===== src/rtl/osd_pkg.sv =====
package osd_pkg;
  localparam int unsigned COMP_W_DEF = 8;
  localparam int unsigned NCOMP_DEF  = 3;

  typedef enum logic [1:0] {
    SRC_MAIN  = 2'd0,
    SRC_OSD   = 2'd1,
    SRC_BLANK = 2'd2
  } src_sel_e;
endpackage


===== src/rtl/osd_capture.sv =====
module osd_capture #(
  parameter int unsigned PIX_W = 24,
  parameter int unsigned IDX_W = 3
) (
  input  logic             clk,
  input  logic             rst_n,
  input  logic             ce_i,
  input  logic [PIX_W-1:0] pix_i,
  input  logic [IDX_W-1:0] idx_i,
  input  logic             ovl_i,
  input  logic             act_i,
  output logic [PIX_W-1:0] pix_q,
  output logic [IDX_W-1:0] idx_q,
  output logic             ovl_q,
  output logic             act_q,
  output logic             full_q
);
  logic [PIX_W-1:0] pix_d;
  logic [IDX_W-1:0] idx_d;
  logic             ovl_d, act_d, full_d;

  always_comb begin
    pix_d  = pix_q;
    idx_d  = idx_q;
    ovl_d  = ovl_q;
    act_d  = act_q;
    full_d = full_q;
    if (ce_i) begin
      pix_d  = pix_i;
      idx_d  = idx_i;
      ovl_d  = ovl_i;
      act_d  = act_i;
      full_d = 1'b1;
    end
  end

  always_ff @(posedge clk or negedge rst_n) begin
    if (!rst_n) begin
      pix_q  <= '0;
      idx_q  <= '0;
      ovl_q  <= 1'b0;
      act_q  <= 1'b0;
      full_q <= 1'b0;
    end else begin
      pix_q  <= pix_d;
      idx_q  <= idx_d;
      ovl_q  <= ovl_d;
      act_q  <= act_d;
      full_q <= full_d;
    end
  end


  cap_hold_chk: assert property (@(posedge clk) disable iff (!rst_n)
    !ce_i |=> ($stable(pix_q) && $stable(idx_q) && $stable(ovl_q) && $stable(act_q)));
endmodule


===== src/rtl/osd_palette.sv =====
module osd_palette #(
  parameter int unsigned COMP_W = 8,
  parameter int unsigned NCOMP  = 3,
  localparam int unsigned PIX_W = COMP_W * NCOMP
) (
  input  logic [NCOMP-1:0] idx_i,
  output logic [PIX_W-1:0] col_o
);
  for (genvar c = 0; c < NCOMP; c++) begin : g_comp
    assign col_o[c*COMP_W +: COMP_W] = {COMP_W{idx_i[c]}};
  end
endmodule


===== src/rtl/osd_select.sv =====
module osd_select
  import osd_pkg::*;
#(
  parameter int unsigned COMP_W = 8,
  parameter int unsigned NCOMP  = 3,
  localparam int unsigned PIX_W = COMP_W * NCOMP
) (
  input  logic             clk,
  input  logic             rst_n,
  input  logic             ce_i,
  input  logic             full_i,
  input  logic [PIX_W-1:0] main_i,
  input  logic [PIX_W-1:0] pal_i,
  input  logic             ovl_i,
  input  logic             act_i,
  output logic [PIX_W-1:0] pix_q,
  output logic             vld_q
);
  src_sel_e         src;
  logic [PIX_W-1:0] mux_pix;
  logic [PIX_W-1:0] pix_d;
  logic             vld_d;

  always_comb begin
    if (!act_i)     src = SRC_BLANK;
    else if (ovl_i) src = SRC_OSD;
    else            src = SRC_MAIN;
    unique case (src)
      SRC_MAIN: mux_pix = main_i;
      SRC_OSD:  mux_pix = pal_i;
      default:  mux_pix = '0;
    endcase
    pix_d = ce_i ? mux_pix : pix_q;
    vld_d = ce_i & full_i;
  end

  always_ff @(posedge clk or negedge rst_n) begin
    if (!rst_n) begin
      pix_q <= '0;
      vld_q <= 1'b0;
    end else begin
      pix_q <= pix_d;
      vld_q <= vld_d;
    end
  end


  blank_black_chk: assert property (@(posedge clk) disable iff (!rst_n)
    (ce_i && !act_i) |=> (pix_q == '0));

  pass_main_chk: assert property (@(posedge clk) disable iff (!rst_n)
    (ce_i && act_i && !ovl_i) |=> (pix_q == $past(main_i)));

  vld_after_ce_chk: assert property (@(posedge clk) disable iff (!rst_n)
    vld_q |-> $past(ce_i));

  out_hold_chk: assert property (@(posedge clk) disable iff (!rst_n)
    !ce_i |=> $stable(pix_q));

  for (genvar c = 0; c < NCOMP; c++) begin : g_full_scale

    osd_full_scale_chk: assert property (@(posedge clk) disable iff (!rst_n)
      (ce_i && act_i && ovl_i) |=>
        (pix_q[c*COMP_W +: COMP_W] == '0 || pix_q[c*COMP_W +: COMP_W] == '1));
  end
endmodule


===== src/rtl/osd_overlay_mux.sv =====
module osd_overlay_mux
  import osd_pkg::*;
#(
  parameter int unsigned COMP_W = COMP_W_DEF,
  parameter int unsigned NCOMP  = NCOMP_DEF,
  localparam int unsigned PIX_W = COMP_W * NCOMP
) (
  input  logic             clk,
  input  logic             rst_n,
  input  logic             pix_ce,
  input  logic [PIX_W-1:0] pix_in,
  input  logic             osd_r,
  input  logic             osd_g,
  input  logic             osd_b,
  input  logic             osd_en,
  input  logic             act_win,
  output logic [PIX_W-1:0] pix_out,
  output logic             pix_vld
);
  logic [1:0]       rst_sync;
  logic             rst_int_n;
  logic [PIX_W-1:0] cap_pix;
  logic [NCOMP-1:0] cap_idx;
  logic             cap_ovl, cap_act, cap_full;
  logic [PIX_W-1:0] pal_col;
  logic [NCOMP-1:0] osd_idx;

  always_ff @(posedge clk or negedge rst_n) begin
    if (!rst_n) rst_sync <= 2'b00;
    else        rst_sync <= {rst_sync[0], 1'b1};
  end
  assign rst_int_n = rst_sync[1];

  assign osd_idx = NCOMP'({osd_r, osd_g, osd_b});

  osd_capture #(.PIX_W(PIX_W), .IDX_W(NCOMP)) u_cap (
    .clk    (clk),
    .rst_n  (rst_int_n),
    .ce_i   (pix_ce),
    .pix_i  (pix_in),
    .idx_i  (osd_idx),
    .ovl_i  (osd_en),
    .act_i  (act_win),
    .pix_q  (cap_pix),
    .idx_q  (cap_idx),
    .ovl_q  (cap_ovl),
    .act_q  (cap_act),
    .full_q (cap_full)
  );

  osd_palette #(.COMP_W(COMP_W), .NCOMP(NCOMP)) u_pal (
    .idx_i (cap_idx),
    .col_o (pal_col)
  );

  osd_select #(.COMP_W(COMP_W), .NCOMP(NCOMP)) u_sel (
    .clk    (clk),
    .rst_n  (rst_int_n),
    .ce_i   (pix_ce),
    .full_i (cap_full),
    .main_i (cap_pix),
    .pal_i  (pal_col),
    .ovl_i  (cap_ovl),
    .act_i  (cap_act),
    .pix_q  (pix_out),
    .vld_q  (pix_vld)
  );


  reset_quiet_chk: assert property (@(posedge clk) disable iff (!rst_n)
    !rst_int_n |=> (pix_out == '0 && !pix_vld));
endmodule


===== config.mk =====
export PLATFORM = sky130hd
export DESIGN_NAME = osd_overlay_mux
export DESIGN_NICKNAME = d
export VERILOG_FILES = /design/src/rtl/osd_pkg.sv /design/src/rtl/osd_capture.sv /design/src/rtl/osd_palette.sv /design/src/rtl/osd_select.sv /design/src/rtl/osd_overlay_mux.sv
export SDC_FILE = /design/constraint.sdc
export NUM_CORES = 1
export LEC_CHECK = 0
export CAP_MARGIN = 20
export CELL_PAD_IN_SITES_DETAIL_PLACEMENT = 1
export CELL_PAD_IN_SITES_GLOBAL_PLACEMENT = 1
export CORE_MARGIN = 2
export CORE_UTILIZATION = 50
export CTS_CLUSTER_DIAMETER = 200
export DETAILED_ROUTE_END_ITERATION = 6
export DONT_BUFFER_PORTS = 1
export HOLD_SLACK_MARGIN = 0.1
export PLACE_DENSITY_LB_ADDON = 0.2
export SLEW_MARGIN = 10
export SYNTH_ARGS = -nofsm -noshare
export SYNTH_HDL_FRONTEND = slang
export SYNTH_SLANG_ARGS = --single-unit

===== constraint.sdc =====
create_clock -name clk -period 2.2 [get_ports clk]
set_input_delay 0.22 -clock clk [delete_from_list [all_inputs] [get_ports clk]]
set_output_delay 0.22 -clock clk [all_outputs]
set_load 0.005 [all_outputs]

---- Word level (Yosys, flattened, before mapping) ----
Index checks and enable logic that the tools add are counted.
operators by class
  equal/unequal tests ..................... 1
  bitwise logic cells ..................... 1
  mux-type cells .......................... 3
  reduce and logical (&&, ||, !) cells .... 1
operators with widths
  cell                                                  count
  one-hot mux 24 bit (2 select lines)                   1
  equality test 2 x 1 -> 1 bit (second input constant)  1
  logical NOT 2 bit                                     1
  two-way mux 2 bit                                     1
  bitwise AND 1 bit                                     1
  two-way mux 1 bit                                     1
storage, ports and cells
  word-level logic and storage cells ...... 14
  input bits .............................. 32
  register bits ........................... 57

---- Logic depth before layout (Yosys ltp) ----
Gate-level depths: netlist (run 1).
  depth after elaboration ................. 4
  depth in mapped cells ................... 4
  mapped depth without buffers ............ 2

---- Modules after synthesis ----
A second synthesis (run 1) with hierarchy kept.
unflattened totals
  cells, all modules ...................... 197
  area total of the unflattened synthesis .. 2,660.1 sq um
by module, submodules not included
  module           sequential area each (sq um)  instances  cells each  area an instance (sq um)
  osd_capture      750.7                         1          63          1,226.2
  osd_select       625.6                         1          107         1,199.9
  osd_palette      0.0                           1          24          180.2
  osd_overlay_mux  50.0                          1          3           53.8

---- Worst setup path after synthesis (run 1) ----
Ideal clock, no wire load.
  path kind ............................... register to register
  start point ............................. reg u_cap.ovl_q
  end point ............................... reg u_sel.pix_q[16]
  cell stages (with the launch flop) ...... 5
  slack ................................... 1,178 ps
  library setup time ...................... 128 ps
  data arrival time ....................... 893 ps
  path buffers ............................ 2
  path through ............................ dfrtp_1 buf_4 buf_6 mux2i_1 o22ai_2
on the way
  longest elaborated chain between the ends .. 4
  elaborated cells between the ends (all ways) .. 5
  classes of those cells .................. eq/ne: 1; mux: 3; reduce/logical: 1
ends and longest elaborated chain
  element                                                                   RTL line           text
  from (decl)                                                               osd_capture.sv:14  output logic ovl_q,
  from (signal assigned)                                                    osd_capture.sv:47  ovl_q <= ovl_d;
  two-way mux 1 bit (*)                                                     osd_select.sv:26   else if (ovl_i) src = SRC_OSD;
  two-way mux 2 bit (*)                                                     osd_select.sv:25   if (!act_i) src = SRC_BLANK;
  equality test 2 x 1 -> 1 bit / logical NOT 2 bit (equally long branches)  osd_select.sv:28   unique case (src)
  one-hot mux 24 bit (2 select lines) (*)                                   osd_select.sv:28
  to (signal assigned)                                                      osd_select.sv:42   pix_q <= pix_d;
  to (decl)                                                                 osd_select.sv:16   output logic [PIX_W-1:0] pix_q,
Every way passes the cells marked *; elsewhere a longest branch is shown, timed or not.
A chain may end at the register's enable or synchronous reset.

---- Worst setup path in the final report (run 1) ----
  start point ............................. reg u_cap.ovl_q
  end point ............................... reg u_sel.pix_q[15]
The elaborated chain is that of the path after synthesis.

==> results of run 1 <==
-- flip-flops by register name, summed over array words and instances (netlist names) --
name,count
u_cap.act_q,1
rst_sync,2
u_cap.full_q,1
u_cap.idx_q,3
u_cap.pix_q,24
u_sel.pix_q,24
u_cap.ovl_q,1
u_sel.vld_q,1
-- placed cells by master (no fill, tap or decap) --
cell | synthesis | final
buf_12 | 0 | 1
o22ai_2 | 1 | 1
buf_4 | 1 | 2
mux2_2 | 15 | 15
mux2i_1 | 24 | 24
nand2_2 | 1 | 1
o22ai_1 | 23 | 23
dfrtp_2 | 0 | 1
or2_2 | 1 | 1
clkbuf_1 | 0 | 2
buf_16 | 0 | 1
mux2_4 | 14 | 14
dfrtp_1 | 57 | 56
clkinv_2 | 0 | 3
and2_1 | 1 | 1
dlygate4sd3_1 | 0 | 30
inv_1 | 24 | 24
conb_1 | 1 | 1
clkbuf_8 | 0 | 11
-- report_power, final --
group	switching [mW]	internal [mW]	leakage [nW]
logic	0.136	0.189	0.572
registers	0.111	1.16	0.695
clock network	0.404	0.465	0.0932
total	0.651	1.82	1.36
-- per-stage QoR --
| step | instances | util |
|---|---|---|
| after floorplan | 176 | - |
| after global placement | 219 | 0.5155 |
| after detailed placement | 219 | 0.5155 |
| after CTS | 266 | 0.6224 |
| after global routing | 266 | 0.6224 |
| final | 266 | 0.6224 |
-- area by class of cell --
type	instances	area (µm²)	share of cell area
flip-flops and latches	57	1428	0.4889
multi-input cells	81	798.3	0.2734
well taps	54	67.56	0.02314
clock inverters	3	15.01	0.005141
clock buffers	13	158.9	0.05441
inverters	24	90.09	0.03085
repair buffers	34	362.8	0.1243
-- how the worst min path moves through the flow --
stage / to / start / cells after the start
finish: rst_sync[0] / rst_n / 1
global route: rst_sync[0] / rst_n / 1
CTS: rst_sync[0] / rst_n / 1
detailed placement: rst_sync[0] / rst_n / 0
global placement: rst_sync[0] / rst_n / 0
floorplan: rst_sync[0] / rst_n / 0
-- layer usage --
metal	share of wire	global-route usage	vias up
li1	-	-	665
met1	0.42	0.2491	743
met2	0.50	0.3433	49
met3	0.053	0.06722	12
met4	0.024	0.1091	0
met5	0	0	-
-- worst register-to-register path, delay by kind of cell, from the launching register on --
kind	cells	cell delay, ns
AO/OA/AOI/OAI	1	0.10
buffers and inverters	1	0.24
flip-flops	1	0.67
multiplexers	1	0.24
-- kinds of logic after synthesis --
group / Yosys count / share of synthesized area
AOI/OAI and AO/OA: 24 / 0.06467
buffers and inverters: 38 / 0.08019
DFF: 57 / 0.5898
muxes: 53 / 0.2561
other: 1 / 0.001551
and+or+nand+nor: 3 / 0.007765
-- repair_timing --
| item | 4_1_cts | 5_1_grt |
|---|---|---|
| setup endpoints to repair | 0 | 0 |
| hold buffers | 31 | 0 |
| hold endpoints to repair | 57 | 0 |
==> out/qor.txt, run 1 <==
period utilization -> 0.6391
First-pass DRT Iterations -> 4
# fillers -> 456
Post-CTS Setup Inserts -> 0
starting density of the core -> 0.5155
static leakage -> 1.361 nW
Worst Hold Class -> in -> async
crit path kind -> reg -> reg
top-area cell type share of the netlist area -> 0.5898
count leader, synth -> dfrtp_1
maxcap violations -> 0
PD cells -> 845.6 nW/µm²
syn nets -> 208
Die X-Extent -> 73.55 µm
reg2reg start -> u_cap.ovl_q
first-pass GRT wire length -> 8224 µm
ANT cells -> 0
Critical path origin -> u_cap.ovl_q
asr flop ratio synth -> 1.000
drt drc -> 0
fin crit period -> 1.406 ns
CP max-delay cell -> dfrtp_1
Post-Place Setup Slack -> 0.8072 ns
CP Data Arrival Time -> 1.58 ns
final hold vios -> 0
Worst Tran Pin Value -> 0.5492 ns
Mapped Cells -> 176
status -> completed
Tot Pwr -> 2.470 mW
Synth area leader -> dfrtp_1
CTS max path bufs -> 2
later-pin clock latency in the skew report -> 0.33 ns
Crit Reg-Reg Endpoint -> u_sel.pix_q[15]
Routed Antenna Nets -> 0
crit path capture -> u_sel.pix_q[15]
CP max stage delay -> 0.67 ns
TritonCTS Buffers -> 9
Slew headroom -> 0.6339
Remaining Overflow, GRT -> 0
Final Wtd Congestion -> 0.7570
Yosys reg bits -> 57
Area Overhead vs Synth -> 20.74%
final setup violation count -> 0
Synth Warn # -> 0
die height -> 73.55 µm
Top Family by Delay on Critical Path -> flip-flops
Peak supply drop -> 485.9 µV
layout net count -> 239
post-CTS sizing -> 0
r2r setup slk -> 0.79 ns
initial antenna violation count -> 0
via count -> 1469
clk sinks -> 57
Synth area leaders -> dfrtp_1, mux2i_1, mux2_4
Global Route Usage Sum -> 0.2109
clock slew at reported path FFs -> 0.06 ns
CTS tree -> done
Avg Inst Size Synth -> 13.74 µm²
# rows -> 25
worst path bufs/invs -> 1
RSZ-0062 raised after global routing -> no
synth unique cells -> 14
Top FF cell, synth -> dfrtp_1
dpl hpwl -> 3018 µm
R2R depth -> 3
vias in the first global route -> 1650
DRT iter0 DRCs -> 51
Post-synth EDFFs -> 0
port bufs -> 0
CP startpoint kind -> flop
Crit path required time -> 2.38 ns
leading cell types by count after synthesis -> dfrtp_1, inv_1, mux2i_1, o22ai_1, mux2_2
core area -> 4692 µm²
fin worst setup slack -> 0.7939 ns
H-Tree Depth -> 3
crit path capture type -> flop
Ports -> 57
Mapped Area -> 2419 µm²
CTS root buffer -> clkbuf_8
Final TNS setup -> 0 ns
critical-path cell list -> buf_12 -> mux2i_1 -> o22ai_1
largest net degree at the start of global routing -> 56
largest fanout on the critical path -> 17
clk_skew -> 0.006670 ns
layout cell share with drive strength beyond 1 -> 0.2406
worst hold slack -> 0.1173 ns
WL final -> 5260 µm
sequential cell area fraction in the yosys report -> 0.5898
critical path depth -> 3
die footprint -> 5410 µm²
Final Max Tran Viols -> 0
DR vias/cell -> 5.523
final instance area -> 2920 µm²
FMAX -> 711.2 MHz
Placed Instance Area -> 2419 µm²
DR WL/cell -> 19.77 µm
No activity file was read; power rests on OpenSTA's default activity.
==> run 2: changes to the inputs <==
==> constraint.sdc (replaced) <==
create_clock -name clk -period 1.34 [get_ports clk]
set_input_delay 0.134 -clock clk [delete_from_list [all_inputs] [get_ports clk]]
set_output_delay 0.134 -clock clk [all_outputs]
set_load 0.005 [all_outputs]
==> run 2 against run 1 <==
The flow now finishes with violations (hold timing). Non-clock buffer count grew 25. Sequential power increased by 62%. Setup slack got worse by 0.78 ns. Clock skew fell by 0.0017 ns. Total power rose by 69%. Sequential cell count stayed put. Combinational power grew 100%. Routed wire length up 6.2%. Die area did not move. Critical path type unchanged. Largest cell class unchanged. Highest routed layer unchanged.
==> out/qor.txt, run 2 (same netlist as run 1, synthesis figures left out) <==
DR vias/cell -> 5.455
met3 Usage GRT -> 0.06584
fin worst setup slack -> 0.01081 ns
Largest regs -> u_cap.pix_q: 24 flops, u_sel.pix_q: 24 flops, u_cap.idx_q: 3 flops
TritonCTS Buffers -> 9
Remaining Overflow, GRT -> 0
later-pin clock latency in the skew report -> 0.32 ns
Final Wtd Congestion -> 0.6793
static leakage -> 1.473 nW
Worst Hold Class -> in -> reg
Final Max Tran Viols -> 0
final hold vios -> 12
starting density of the core -> 0.5155
die height -> 73.55 µm
clk sinks -> 57
via count -> 1593
GR met2 Demand/Resource -> 0.3780
drt drc -> 0
CP Data Arrival Time -> 1.54 ns
hold path cells -> 1
port bufs -> 0
CTS root buffer -> clkbuf_8
R2R depth -> 2
Global Route Usage Sum -> 0.2284
period utilization -> 0.9919
Area Overhead vs Synth -> 30.37%
vias in the first global route -> 1742
Hold EP -> u_cap.full_q
# rows -> 25
die footprint -> 5410 µm²
Peak supply drop -> 970.8 µV
First-pass DRT Iterations -> 4
clk_skew -> 0.004924 ns
GRT Max-Usage Layer -> met2
initial antenna violation count -> 0
PD cells -> 1321 nW/µm²
leading cell types in the layout, fill and taps excluded -> dfrtp_1, dlygate4sd3_1, inv_1, mux2i_1, o22ai_1
crit path capture type -> flop
CTS Hold Bufs -> 58
DRT iter0 DRCs -> 43
layout net count -> 264
final core occ -> 0.6720
core area -> 4692 µm²
Routed Antenna Nets -> 0
final setup violation count -> 0
largest fanout on the critical path -> 2
clock slew at reported path FFs -> 0.06 ns
final instance area -> 3153 µm²
status -> finished, violations left
dpl hpwl -> 2851 µm
Ports -> 57
maxcap violations -> 0
failing checks -> hold timing
CTS max path bufs -> 2
first-pass GRT wire length -> 8859 µm
worst hold slack -> -0.07530 ns
Placed Instance Area -> 2431 µm²
FMAX -> 752.3 MHz
WL final -> 5584 µm
Worst Tran Pin Value -> 0.5035 ns
H-Tree Depth -> 3
met1 GRT Util -> 0.2685
Die X-Extent -> 73.55 µm
DR WL/cell -> 19.12 µm
largest net degree at the start of global routing -> 56
Hold Path Origin -> pix_ce
Crit path required time -> 1.55 ns
Slew headroom -> 0.6632
FF+latch area -> 1428 µm²
r2r setup slk -> 0.01 ns
reg2reg start -> u_cap.pix_q[17]
multi-input combinational cell area -> 798.3 µm²
fin crit period -> 1.329 ns
Post-Place Setup Slack -> 0.2295 ns
commonest non-fill, non-tap cell in the layout -> dfrtp_1
Crit Reg-Reg Endpoint -> u_cap.pix_q[17]
CTS tree -> done
crit path kind -> reg -> reg
# fillers -> 443
Tot Pwr -> 4.165 mW
layout cell share with drive strength beyond 1 -> 0.2574
CP startpoint kind -> flop
## run 2: worst max path at each step
stage | slack (ns) | to | cells after the start | startpoint
floorplan | 0.32 | u_sel.pix_q[16] | 4 | u_cap.ovl_q
global placement | 0.30 | u_sel.pix_q[16] | 3 | u_cap.ovl_q
detailed placement | 0.23 | u_sel.pix_q[1] | 3 | u_cap.ovl_q
CTS | 0.01 | u_cap.act_q | 2 | u_cap.act_q
global route | -0.009 | u_cap.pix_q[21] | 2 | u_cap.pix_q[21]
finish | 0.01 | u_cap.pix_q[17] | 2 | u_cap.pix_q[17]
## run 2: final cells by class
cell class,instances,area share
inverter,24,0.02857
multi-input combinational,81,0.2532
clock inverter,3,0.004762
antenna,1,0.0007937
timing repair buffer,59,0.1881
sequential,57,0.4528
tap,54,0.02143
clock buffer,13,0.05040
## run 2: per-stage QoR
stage,std cells,TNS (ns)
6_report,292,0
5_1_grt,291,-0.01199
4_1_cts,293,0
3_5_place_dp,219,0
3_3_place_gp,219,0
2_1_floorplan,176,0
## run 2: metal layers
layer,part of all wire,up-vias
met3,0.046,12
met4,0.024,0
li1,-,719
met2,0.51,52
met1,0.42,810
met5,0,-
## run 2: timing repair
action / 4_1_cts / 5_1_grt
setup buffers: 0 / 10
setup endpoints to repair: 0 / 16
hold endpoints to repair: 57 / 12
resized for setup: 0 / 0
## run 2: power breakdown
group	leakage, nW	internal, mW	total [mW]	switching [mW]
sequential	0.695	1.91	2.07	0.162
clock	0.0932	0.764	1.43	0.661
combinational	0.685	0.402	0.666	0.264
total	1.47	3.08	4.16	1.09
## run 2: critical path, cell delays in order, from the launching register on
cell           delay, ns
dfrtp_1             0.40
mux2_4              0.26
dlygate4sd3_1       0.55
==> run 3: changes to the inputs <==
--- a/config.mk
+++ b/config.mk
@@ -13,9 +13,12 @@
 export CTS_CLUSTER_DIAMETER = 200
 export DETAILED_ROUTE_END_ITERATION = 6
 export DONT_BUFFER_PORTS = 1
+export GPL_TIMING_DRIVEN = 0
 export HOLD_SLACK_MARGIN = 0.1
 export PLACE_DENSITY_LB_ADDON = 0.2
 export SLEW_MARGIN = 10
 export SYNTH_ARGS = -nofsm -noshare
 export SYNTH_HDL_FRONTEND = slang
+export SYNTH_HIERARCHICAL = 1
 export SYNTH_SLANG_ARGS = --single-unit
+export TNS_END_PERCENT = 1
==> run 3 against run 2 <==
The flow now finishes without violations. Die area grew 9.4%. Clock-buffer cell count fell by 2. First-iteration DRC count grew 86%. Non-clock buffer count up 9.
==> out/qor.txt, run 3 <==
# rows -> 26
DR WL/cell -> 18.57 µm
Final Wtd Congestion -> 0.7842
Synth area leaders -> dfrtp_1, mux2_4, mux2i_1
crit path kind -> in -> reg
FMAX -> 824.8 MHz
switching share of power -> 0.2685
Peak supply drop -> 790.4 µV
static leakage -> 1.584 nW
Sequential Power Share -> 0.498
WL final -> 5850 µm
die footprint -> 5920 µm²
largest net degree at the start of global routing -> 40
clock network fraction of design power -> 0.327
Die X-Extent -> 76.94 µm
Mapped Cells -> 197
internal power -> 3.060 mW
worst hold slack -> 0.1526 ns
first-pass GRT wire length -> 9749 µm
syn nets -> 229
fin crit period -> 1.212 ns
Ports -> 57
synth unique cells -> 13
dpl hpwl -> 3726 µm
CP max-delay cell -> dlygate4sd3_1
largest fanout on the critical path -> 10
asr flop ratio synth -> 1.000
Mapped Area -> 2660 µm²
Top FF cell, synth -> dfrtp_1
leading cell types by count after synthesis -> dfrtp_1, mux2_4, buf_4
Synth Warn # -> 6
CP max stage delay -> 0.58 ns
RSZ-0062 raised after global routing -> no
layout cell share with drive strength beyond 1 -> 0.3347
TritonCTS Buffers -> 9
vias in the first global route -> 1862
Finished Layout Cells -> 315
CP Data Arrival Time -> 1.42 ns
Global Route Usage Sum -> 0.2191
ANT cells -> 0
Crit path required time -> 1.55 ns
placed insts -> 268
Avg Inst Size Synth -> 13.50 µm²
Area Overhead vs Synth -> 22.20%
Routed Antenna Nets -> 0
clk sinks -> 57
port bufs -> 0
Yosys reg bits -> 57
initial antenna violation count -> 0
H-Tree Depth -> 3
maxcap violations -> 0
leading cell types in the layout, fill and taps excluded -> dfrtp_1, dlygate4sd3_1, mux2_4
final hold vios -> 0
later-pin clock latency in the skew report -> 0.33 ns
period utilization -> 0.9048
DR vias/cell -> 5.076
DRT iter0 DRCs -> 80
final setup violation count -> 0
count leader, synth -> dfrtp_1
crit path capture type -> flop
CTS tree -> done
critical-path cell list -> dlygate4sd3_1 -> buf_4 -> nand2_2 -> buf_2 -> o22ai_1
Tot Pwr -> 4.183 mW
final core occ -> 0.6365
status -> completed
CTS max path bufs -> 2
via count -> 1599
core area -> 5107 µm²
layout net count -> 273
Largest regs -> u_cap/pix_q: 24 flops, u_sel/pix_q: 24 flops, u_cap/idx_q: 3 flops
Top Family by Delay on Critical Path -> buffers and inverters
die height -> 76.94 µm
Final Max Tran Viols -> 0
clock slew at reported path FFs -> 0.07 ns
post-CTS sizing -> 0
Comb power frac -> 0.175
switching power total -> 1.123 mW
Synth area leader -> dfrtp_1
PD cells -> 1287 nW/µm²
Remaining Overflow, GRT -> 0
First-pass DRT Iterations -> 6
commonest non-fill, non-tap cell in the layout -> dfrtp_1
drt drc -> 0
Final TNS setup -> 0 ns
worst path bufs/invs -> 3
Post-synth EDFFs -> 0
clk_skew -> 0.006351 ns
CTS root buffer -> clkbuf_8
sequential cell area fraction in the yosys report -> 0.5362
Worst Hold Class -> in -> reg
CP startpoint kind -> input pin
starting density of the core -> 0.5208
top-area cell type share of the netlist area -> 0.5362
-- run 3: changes by cell type after synthesis, sizes merged --
cell  previous run  this run
buf             14        35
-- run 3: area by class of cell --
class                      instances  area (µm²)
inverter                          24       90.09
clock inverter                     4       20.02
multi-input combinational         81       848.3
clock buffer                      11       141.4
timing repair buffer              33       340.3
buffer                            35       295.3
sequential                        57        1428
fill                             498        1857
tap                               70       87.58
-- run 3: metal layers --
| metal | global-route usage | wire length [µm] |
|---|---|---|
| met1 | 0.2490 | 2370 |
| met2 | 0.3895 | 3202 |
| met3 | 0.06941 | 214 |
| met4 | 0.07091 | 62 |
| met5 | 0 | 0 |
-- run 3: stage by stage --
step                      setup slack, ns  area [µm²]
after floorplan                    0.3555        2661
after global placement            0.07945        2749
after detailed placement           0.2118        2769
after CTS                          0.1508        3251
after global routing               0.1004        3251
final                              0.1275        3251
-- run 3: power groups by stage --
stage / Combinational, mW / Sequential, mW / Clock (mW)
floorplan: 0.536 / 2.07 / 0
global placement: 0.587 / 2.12 / 0
detailed placement: 0.649 / 2.11 / 0
CTS: 0.729 / 2.09 / 1.39
global route: 0.793 / 2.11 / 1.49
finish: 0.731 / 2.08 / 1.37
-- run 3: timing repair --
item	in CTS	in global routing
hold buffers	32	0
setup buffers	0	0
hold endpoints to repair	37	0
-- run 3: final timing paths --
| path | slack [ns] | cells after the start | end | startpoint |
|---|---|---|---|---|
| worst min register to register | 0.19 | 0 | u_sel/pix_q[20] | rst_sync[1] |
| worst min-delay path | 0.15 | 2 | u_cap/pix_q[5] | pix_ce |
| worst max register to register | 0.21 | 4 | u_sel/pix_q[5] | u_cap/ovl_q |
| min in group asynchronous | 0.19 | 0 | u_sel/pix_q[20] | rst_sync[1] |
| worst max-delay path | 0.13 | 5 | u_sel/pix_q[4] | pix_ce |
| max in group asynchronous | 0.58 | 2 | rst_sync[1] | rst_n |
-- run 3: logic make-up (layout without fill, tap and decap cells) --
group | count (synthesis) | count (layout) | synth area share
AOI/OAI and AO/OA | 24 | 24 | 0.05644
buffers and inverters | 59 | 107 | 0.1449
DFF | 57 | 57 | 0.5362
muxes | 53 | 53 | 0.2540
other | 1 | 1 | 0.001410
and+or+nand+nor | 3 | 3 | 0.007060
